$ cat src/rtl/apr_pkg.sv
package apr_pkg;
  localparam int WORD_W   = 32;
  localparam int MAX_REGS = 4;
  localparam int IDX_W    = 2;
  localparam int GRP_W    = 2;

  typedef enum logic [GRP_W-1:0] {
    GRP_G0   = 2'd0,
    GRP_G1S  = 2'd1,
    GRP_G1NS = 2'd2,
    GRP_NONE = 2'd3
  } grp_e;

  // registers needed to hold 2**pb preemption levels, at least one
  function automatic int reg_count(input int pb);
    return ((1 << pb) + WORD_W - 1) / WORD_W;
  endfunction

  // bank-wide bit index of the lowest Non-secure priority level
  function automatic int ns_first_bit(input int pb);
    return 128 >> (8 - pb);
  endfunction

  // bits of register idx that an NS write with the monitor present must keep
  function automatic logic [WORD_W-1:0] keep_mask(input int pb, input int idx);
    int breg;
    int boff;
    breg = ns_first_bit(pb) / WORD_W;
    boff = ns_first_bit(pb) % WORD_W;
    if (idx < breg)       return '1;
    else if (idx == breg) return (WORD_W'(1) << boff) - WORD_W'(1);
    else                  return '0;
  endfunction
endpackage

$ cat src/rtl/apr_wr_filter.sv
module apr_wr_filter
  import apr_pkg::*;
#(
  parameter int PREEMPT_BITS = 5,
  parameter int REG_IDX      = 0
) (
  input  logic              ns_guard,
  input  logic [WORD_W-1:0] cur_val,
  input  logic [WORD_W-1:0] wr_data,
  output logic [WORD_W-1:0] upd_val
);
  localparam logic [WORD_W-1:0] KEEP = keep_mask(PREEMPT_BITS, REG_IDX);

  always_comb begin
    if (ns_guard) upd_val = (cur_val & KEEP) | (wr_data & ~KEEP);
    else          upd_val = wr_data;
  end
endmodule

$ cat src/rtl/apr_reg_bank.sv
module apr_reg_bank
  import apr_pkg::*;
#(
  parameter int PREEMPT_BITS = 5,
  parameter int GRP_ID       = 0
) (
  input  logic                        clk,
  input  logic                        rst_n,
  input  logic                        mon_present,
  input  logic                        wr_en,
  input  logic [GRP_W-1:0]            wr_grp,
  input  logic [IDX_W-1:0]            wr_idx,
  input  logic [WORD_W-1:0]           wr_data,
  output logic [MAX_REGS-1:0][WORD_W-1:0] view
);
  localparam int NREG = reg_count(PREEMPT_BITS);

  logic grp_hit;
  logic ns_guard;

  assign grp_hit  = wr_en && (wr_grp == GRP_W'(GRP_ID));
  assign ns_guard = (GRP_ID == int'(GRP_G1NS)) && mon_present;

  for (genvar i = 0; i < MAX_REGS; i++) begin : g_reg
    if (i < NREG) begin : g_live
      logic [WORD_W-1:0] q;
      logic [WORD_W-1:0] upd_val;
      logic              upd_en;

      assign upd_en = grp_hit && (wr_idx == IDX_W'(i));

      apr_wr_filter #(
        .PREEMPT_BITS(PREEMPT_BITS),
        .REG_IDX     (i)
      ) u_filt (
        .ns_guard(ns_guard),
        .cur_val (q),
        .wr_data (wr_data),
        .upd_val (upd_val)
      );

      always_ff @(posedge clk or negedge rst_n) begin
        if (!rst_n)      q <= '0;
        else if (upd_en) q <= upd_val;
      end

      assign view[i] = q;
    end else begin : g_absent
      assign view[i] = '0;
    end
  end
endmodule

$ cat src/rtl/apr_prio_bank.sv
module apr_prio_bank
  import apr_pkg::*;
#(
  parameter int PREEMPT_BITS = 5
) (
  input  logic        clk,
  input  logic        rst_n,
  input  logic        mon_present,
  input  logic        wr_en,
  input  logic [1:0]  wr_grp,
  input  logic [1:0]  wr_idx,
  input  logic [31:0] wr_data,
  input  logic [1:0]  rd_grp,
  input  logic [1:0]  rd_idx,
  output logic [31:0] rd_data
);
  localparam int NUM_GRP = 3;

  logic [NUM_GRP-1:0][MAX_REGS-1:0][WORD_W-1:0] bank_view;

  for (genvar g = 0; g < NUM_GRP; g++) begin : g_grp
    apr_reg_bank #(
      .PREEMPT_BITS(PREEMPT_BITS),
      .GRP_ID      (g)
    ) u_bank (
      .clk        (clk),
      .rst_n      (rst_n),
      .mon_present(mon_present),
      .wr_en      (wr_en),
      .wr_grp     (wr_grp),
      .wr_idx     (wr_idx),
      .wr_data    (wr_data),
      .view       (bank_view[g])
    );
  end

  always_comb begin
    case (grp_e'(rd_grp))
      GRP_G0:   rd_data = bank_view[0][rd_idx];
      GRP_G1S:  rd_data = bank_view[1][rd_idx];
      GRP_G1NS: rd_data = bank_view[2][rd_idx];
      default:  rd_data = '0;
    endcase
  end
endmodule

$ cat config.mk
export PLATFORM = sky130hd
export DESIGN_NAME = apr_prio_bank
export DESIGN_NICKNAME = d
export VERILOG_FILES = /design/src/rtl/apr_pkg.sv /design/src/rtl/apr_wr_filter.sv /design/src/rtl/apr_reg_bank.sv /design/src/rtl/apr_prio_bank.sv
export SDC_FILE = /design/constraint.sdc
export NUM_CORES = 1
export LEC_CHECK = 0
export CAP_MARGIN = 20
export CORE_UTILIZATION = 55
export CTS_BUF_LIST = sky130_fd_sc_hd__clkbuf_4
export DETAILED_ROUTE_END_ITERATION = 6
export PLACE_DENSITY = 0.82
export SYNTH_ARGS = -nofsm -noshare
export SYNTH_HDL_FRONTEND = slang
export SYNTH_SLANG_ARGS = --single-unit
export TNS_END_PERCENT = 30
$ cat constraint.sdc
create_clock -name clk -period 1.79 [get_ports clk]
set_input_delay 0.358 -clock clk [delete_from_list [all_inputs] [get_ports clk]]
set_output_delay 0.358 -clock clk [all_outputs]
set_load 0.005 [all_outputs]
==> flow_summary.json, run 1 <==
{
  "htreeDepth": 3,
  "synth.most_common_cell": "dfrtp_1",
  "cts_buffers": 9,
  "hpwl_mm": 6.67,
  "reg2reg_slack_ns": 0.75,
  "finish.utilization_pct": 75.0,
  "grt_pass1_vias": 3258,
  "startpoint": "g_grp[0].u_bank.g_reg[0].g_live.q[3]",
  "grt_max_degree": 35,
  "critical_path.endpoint": "rd_data[3]",
  "gr-total-overflow": 0,
  "end_kind": "output port",
  "grtUsageTotal_pct": 26.2,
  "max_slew.worst_pin.slew_ns": 0.472,
  "synth_top_area_share_pct": 51.5,
  "p_leak_nw": 2.89,
  "finalCritPeriodShare_pct": 100,
  "min_period_ns": 1.79,
  "critPathMaxFanout": 2,
  "dp.cells": 535,
  "layout_setup_ws_ns": -0.00427,
  "switching_share_pct": 27.1,
  "finalHoldViolCount": 0,
  "yosysUniqueCellTypes": 21,
  "p_switching_w": 0.00150,
  "num_vias": 3195,
  "ys_top_cells_by_area": "dfrtp_1 (51%), mux2_2 (14%), mux2_4 (13%)",
  "max_slew_margin_pct": 68.5,
  "final_antenna_net_count": 0,
  "dieArea_um2": 8860,
  "grt_first_pass_wirelength_mm": 17.1,
  "clk_pin_slew_ns": 0.16,
  "reg2reg_from": "g_grp[2].u_bank.g_reg[0].g_live.q[21]",
  "maxSlewViolCount": 0,
  "clock-root-buffer": "clkbuf_4",
  "reg.largest.list": "g_grp.u_bank.g.g_live.q: 96 flops",
  "clkLatencyLatePin_ns": 0.42,
  "pre_cts_slack_ns": -0.722,
  "antenna_found_initial": 0,
  "drt_iter0_drc": 112,
  "area_growth_syn_to_layout_pct": 32.1,
  "synth-async-reset-ratio_pct": 100,
  "top_register": "g_grp.u_bank.g.g_live.q",
  "internal_power_w": 0.00404,
  "coreArea_um2": 8220,
  "num_rows": 33,
  "total_power_w": 0.00554,
  "cp.arrival_ns": 1.44,
  "yosysSeqAreaShare_pct": 51.5,
  "timing.fmax_mhz": 557,
  "die_y_um": 94.1,
  "ys_warn_count": 0,
  "vdd_ir_drop_max_mv": 0.524,
  "initial_utilization_pct": 56.8,
  "synth_edf_count": 0,
  "synth_common_cells": "dfrtp_1 (96), mux2_2 (56), mux2_4 (40)",
  "layout-drive-gt1-share_pct": 56.5,
  "hold_path_class": "primary input to async pin",
  "post_drt_wl_per_cell_um": 18.7,
  "clock_path_buffers": 2,
  "routed_via_density": 5.57,
  "comb_power_share_pct": 26.2,
  "hold_slack_ns": 0.371,
  "syn_area_um2": 4670,
  "synth-seq-cells": 96,
  "rsz0062_at_grt": "true",
  "largest_register_ffs": 96,
  "avgSynthCellArea_um2": 13.2,
  "drt_first_pass_iters": 4,
  "start_kind": "flop",
  "powerDensity_nw_per_um2": 898,
  "ios": 76,
  "nets": 508,
  "synth_ff_type": "dfrtp_1",
  "diodes": 0,
  "synth_fp_nets": 397,
  "place_congestion": 0.774,
  "finalSetupViolCount": 1,
  "final_cells": 574,
  "cts_tree": "done",
  "p_clk_share_pct": 21.0,
  "die_w_um": 94.1,
  "drc": 0,
  "cp_data_required_time_ns": 1.43,
  "cts_sinks": 96,
  "seqPwrFrac_pct": 52.8,
  "violations": "setup timing",
  "yosysTopAreaCell": "dfrtp_1",
  "r2r_cells": 3,
  "status": "finished with violations",
  "finClkSkew_ns": 0,
  "syn_inst": 353,
  "wirelength_mm": 10.8,
  "numPortBuffers": 75,
  "reg2reg_to": "g_grp[2].u_bank.g_reg[0].g_live.q[21]",
  "critPathKind": "flop to output port",
  "max_cap_viol_count": 0
}
-- critical path, cell delays in order, from the launching register on --
cell     delay (ns)
dfrtp_1        0.39
mux2i_1        0.07
or2_2          0.28
a21oi_2        0.13
buf_2          0.13
-- through the flow --
stage	area, um2	TNS (ns)
3_5_place_dp	5700	-41.22
2_1_floorplan	4670	0
4_1_cts	6000	-0.193
6_report	6160	-0.00427
5_1_grt	6160	-0.771
3_3_place_gp	5700	-38.91
-- layout make-up --
type	count	area, um2
Sequential cell	96	2400
Multi-Input combinational cell	234	2340
Fill cell	523	2050
Timing Repair Buffer	123	1150
Tap cell	105	131
Clock buffer	10	75.1
Clock inverter	6	60.1
-- placed cells by master, fill, tap and decap left out, types with 2 or more instances in the layout --
master            n
a21oi_2          28
a21oi_4           4
buf_12           11
buf_2            33
buf_4            29
buf_6             6
clkbuf_4         10
clkdlybuf4s50_1  38
clkinv_1          2
clkinvlp_4        3
dfrtp_1          96
mux2_2           56
mux2_4           40
mux2i_1          32
nand2_1          33
or2_2            11
or2_4            21
-- routing by layer --
| layer | vias to the layer above | global-route usage, % | wire length (um) |
|---|---|---|---|
| met5 | - | 0 | 0 |
| met4 | 0 | 9.74 | 176 |
| met1 | 1662 | 35.3 | 5000 |
| met2 | 70 | 43.1 | 5300 |
| li1 | 1444 | - | - |
| met3 | 19 | 3.56 | 280 |
-- logic make-up after synthesis --
| logic type | Yosys count | share of synthesized area [%] |
|---|---|---|
| muxes | 128 | 33.3 |
| DFF | 96 | 51.5 |
| and+or+nand+nor | 73 | 8.53 |
| AOI/OAI and AO/OA | 33 | 3.62 |
| buffers and inverters | 23 | 3.11 |
-- power by group through the flow --
stage                     Sequential, W  Combinational (W)  Clock [W]
after CTS                       0.00291            0.00133    0.00116
after floorplan                 0.00287           0.000841          0
after global routing            0.00298            0.00157    0.00126
final                           0.00292            0.00145    0.00116
after detailed placement        0.00296            0.00123          0
after global placement          0.00292            0.00118          0
-- worst min-delay path by stage --
stage	end	slack (ns)	cells after the start
6_report	g_grp[1].u_bank.g_reg[0].g_live.q[1]	0.37	2
5_1_grt	g_grp[0].u_bank.g_reg[0].g_live.q[4]	0.42	2
4_1_cts	g_grp[1].u_bank.g_reg[0].g_live.q[1]	0.38	2
3_5_place_dp	g_grp[1].u_bank.g_reg[0].g_live.q[12]	0.34	1
3_3_place_gp	g_grp[1].u_bank.g_reg[0].g_live.q[12]	0.34	1
2_1_floorplan	g_grp[0].u_bank.g_reg[0].g_live.q[0]	0.06	0
-- timing repair --
item	in CTS	in global routing
hold buffers	1	0
endpoints found under the setup margin	32	30
setup buffers	11	9
pin swaps	5	11
gates cloned	3	0
resized for setup	177	33
hold endpoints to repair	30	0
Note: power is estimated with default switching activity, not from simulation.
==> run 2, diff against run 1 <==
- HOLD_SLACK_MARGIN: unset -> 0.12
==> results of run 2 <==
Same layout as run 1: the final DEF is identical, and so are final timing and power.
==> run 3, diff against run 2 <==
- CORE_UTILIZATION: 55 -> 62
- PLACE_DENSITY: 0.82 -> 0.84
- SYNTH_HIERARCHICAL: unset -> 1
- TNS_END_PERCENT: 30 -> unset
==> run 3 against run 2 <==
Effect of this change:
- the run still ends with setup timing left
- setup slack lost 0.36 ns
- non-clock buffer count grew 51
- wire length grew 70%
- count of clock-buffer cells in the layout shrank 1
- area after synthesis grew 120%
- sequential share of layout area shrank 16 points
- cell area grew 69%
- hold slack lost 0.079 ns
- critical path depth is the same
- utilization shrank 9.9 points
- global-route usage shrank 3.0 points
- sequential power grew 4%
- largest cell class is now multi-input combinational cells
==> flow_summary.json, run 3 <==
{
  "status": "finished with violations",
  "violations": "setup timing",
  "finClkSkew_ns": 0,
  "cp_data_required_time_ns": 1.43,
  "clock-root-buffer": "clkbuf_4",
  "coreArea_um2": 16000,
  "initial_utilization_pct": 63.9,
  "layout_common_cells": "conb_1 (290), mux2_4 (120), mux4_2 (96), dfrtp_1 (96), buf_4 (80)",
  "end_kind": "output port",
  "reg.largest.list": "g_grp.u_bank/g.g_live.q: 96 flops",
  "num_rows": 46,
  "critPathMaxFanout": 2,
  "die_y_um": 130,
  "hold_slack_ns": 0.292,
  "timing.fmax_mhz": 463,
  "synth_ff_type": "dfrtp_1",
  "cts_sinks": 96,
  "min_period_ns": 2.16,
  "fill_cells": 1251,
  "top_register": "g_grp.u_bank/g.g_live.q",
  "synth_top_area_share_pct": 24.8,
  "grtUsageMet2_pct": 43.3,
  "ys_warn_count": 6,
  "max_cap_viol_count": 0,
  "grtUsageMet3_pct": 4.68,
  "routed_via_density": 4.82,
  "synth.most_common_cell": "buf_4",
  "numPortBuffers": 75,
  "finalHoldViolCount": 0,
  "nets": 960,
  "synth-seq-cells": 96,
  "multi_input_area_um2": 6040,
  "gr-total-overflow": 0,
  "layout_setup_ws_ns": -0.369,
  "die_w_um": 130,
  "finalSetupViolCount": 32,
  "dieArea_um2": 17000,
  "yosysTopAreaCell": "buf_4",
  "antenna_found_initial": 1,
  "hold_path_class": "primary input to async pin",
  "clkLatencyLatePin_ns": 0.49,
  "grt.busiest_layer": "met2",
  "place_congestion": 0.737,
  "wirelength_mm": 18.2,
  "grt_use_met1_pct": 26.5,
  "cp.arrival_ns": 1.80,
  "ios": 76,
  "num_vias": 5483,
  "final_antenna_net_count": 0,
  "yosysSeqAreaShare_pct": 23.5,
  "finalCritPeriodShare_pct": 121,
  "cts_tree": "done",
  "avgSynthCellArea_um2": 12.3,
  "p_leak_nw": 4.99,
  "clk_pin_slew_ns": 0.16,
  "cts_buffers": 9,
  "drt_iter0_drc": 220,
  "layout-drive-gt1-share_pct": 46.0,
  "drc": 0,
  "maxSlewViolCount": 0,
  "slowest_delay_ns": 0.49,
  "largest_register_ffs": 96,
  "path_cells": "mux4_2, a22oi_2, nand2_1, buf_2",
  "grt_max_degree": 43,
  "cp_slowest_cell": "mux4_2",
  "rsz0062_at_grt": "true",
  "post_drt_wl_per_cell_um": 16.0,
  "final_common_cell": "conb_1",
  "critPathKind": "flop to output port",
  "hpwl_mm": 12.6,
  "synth_common_cells": "buf_4 (338), mux2_4 (120), dfrtp_1 (96), mux4_2 (96), nand2_1 (64)",
  "vdd_ir_drop_max_mv": 0.333,
  "clock_path_buffers": 2,
  "pre_cts_slack_ns": -0.645,
  "regArea_um2": 2400,
  "yosysUniqueCellTypes": 17,
  "start_kind": "flop",
  "syn_area_um2": 10200,
  "ys_top_cells_by_area": "buf_4 (25%), dfrtp_1 (24%), mux4_2 (21%)",
  "grtUsageTotal_pct": 23.1,
  "grt_first_pass_wirelength_mm": 29.4,
  "syn_inst": 831,
  "drt_first_pass_iters": 6,
  "total_power_w": 0.00740,
  "finish.utilization_pct": 65.1,
  "grt_pass1_vias": 5997,
  "powerDensity_nw_per_um2": 711,
  "synth-async-reset-ratio_pct": 100,
  "synth_edf_count": 0,
  "htreeDepth": 3,
  "area_growth_syn_to_layout_pct": 1.95
}
==> run 3: cell count changes after synthesis, sizes merged, moves of 8 or more <==
cell and change:
a22oi +32, or2 -32, mux2i -32, mux2 +48
mux4 +96, nand2 +31, buf +356, clkbuf +8
a21oi -32
==> run 3: kinds of logic after synthesis <==
group / synth area share [%]
buffers and inverters: 29.7
multiplexers: 41.4
flip-flops: 23.5
AND/OR/NAND/NOR: 2.90
AO/OA/AOI/OAI: 2.35
other: 0.110
==> run 3: layout make-up <==
cell class	count	area share, %
clock inverters	7	0.540
repair buffers	174	15.2
flip-flops and latches	96	23.1
well taps	216	2.59
multi-input cells	635	57.9
clock buffers	9	0.649
diodes	1	0.0240
==> run 3: worst max-delay path: cells and delay by family (launching register included) <==
kind,cells,cell delay [ns]
muxes,1,0.49
DFF,1,0.42
AOI/OAI and AO/OA,1,0.20
buffers and inverters,1,0.13
and+or+nand+nor,1,0.08
==> run 3: per-layer routing <==
metal | vias up | wire length, um
met4 | 0 | 313
met3 | 29 | 632
met1 | 2836 | 7370
met5 | - | 0
li1 | 2499 | -
met2 | 119 | 9930
==> run 3: repair_timing <==
item	in CTS	in global routing
gates cloned	0	0
setup buffers	15	8
endpoints found under the setup margin	32	32
pin swaps	63	6
gates resized for setup	145	13
hold endpoints to repair	96	0
hold buffers	1	0
==> run 3: metrics by stage <==
step | std cells | area (um2) | TNS, ns
finish | 1138 | 10400 | -10.04
global route | 1138 | 10400 | -13.29
CTS | 1129 | 10300 | -11.87
detailed placement | 1097 | 10100 | -31.56
global placement | 1097 | 10100 | -29.04
floorplan | 1118 | 11300 | 0
==> run 3: worst paths after layout <==
| path | from | end | slack, ns | depth (start not counted) |
|---|---|---|---|---|
| max | g_grp[2].u_bank/g_reg[0].g_live.q[13] | rd_data[13] | -0.37 | 4 |
| max in group asynchronous | rst_n | g_grp[2].u_bank/g_reg[0].g_live.q[14] | 0.95 | 3 |
| max reg2reg | g_grp[2].u_bank/g_reg[0].g_live.q[0] | g_grp[2].u_bank/g_reg[0].g_live.q[0] | 0.51 | 4 |
| min | rst_n | g_grp[0].u_bank/g_reg[0].g_live.q[4] | 0.29 | 2 |
| min reg2reg | g_grp[0].u_bank/g_reg[0].g_live.q[16] | g_grp[0].u_bank/g_reg[0].g_live.q[16] | 0.53 | 1 |
| min in group clk | g_grp[0].u_bank/g_reg[0].g_live.q[16] | g_grp[0].u_bank/g_reg[0].g_live.q[16] | 0.53 | 1 |
==> run 3: power breakdown <==
| part | leakage [nW] | switching, W | total, W | internal, W |
|---|---|---|---|---|
| Clock | 0.0621 | 0.000835 | 0.00113 | 0.000300 |
| Sequential | 1.20 | 0.000329 | 0.00304 | 0.00271 |
| Combinational | 3.72 | 0.00103 | 0.00323 | 0.00221 |
| Total | 4.99 | 0.00219 | 0.00740 | 0.00521 |
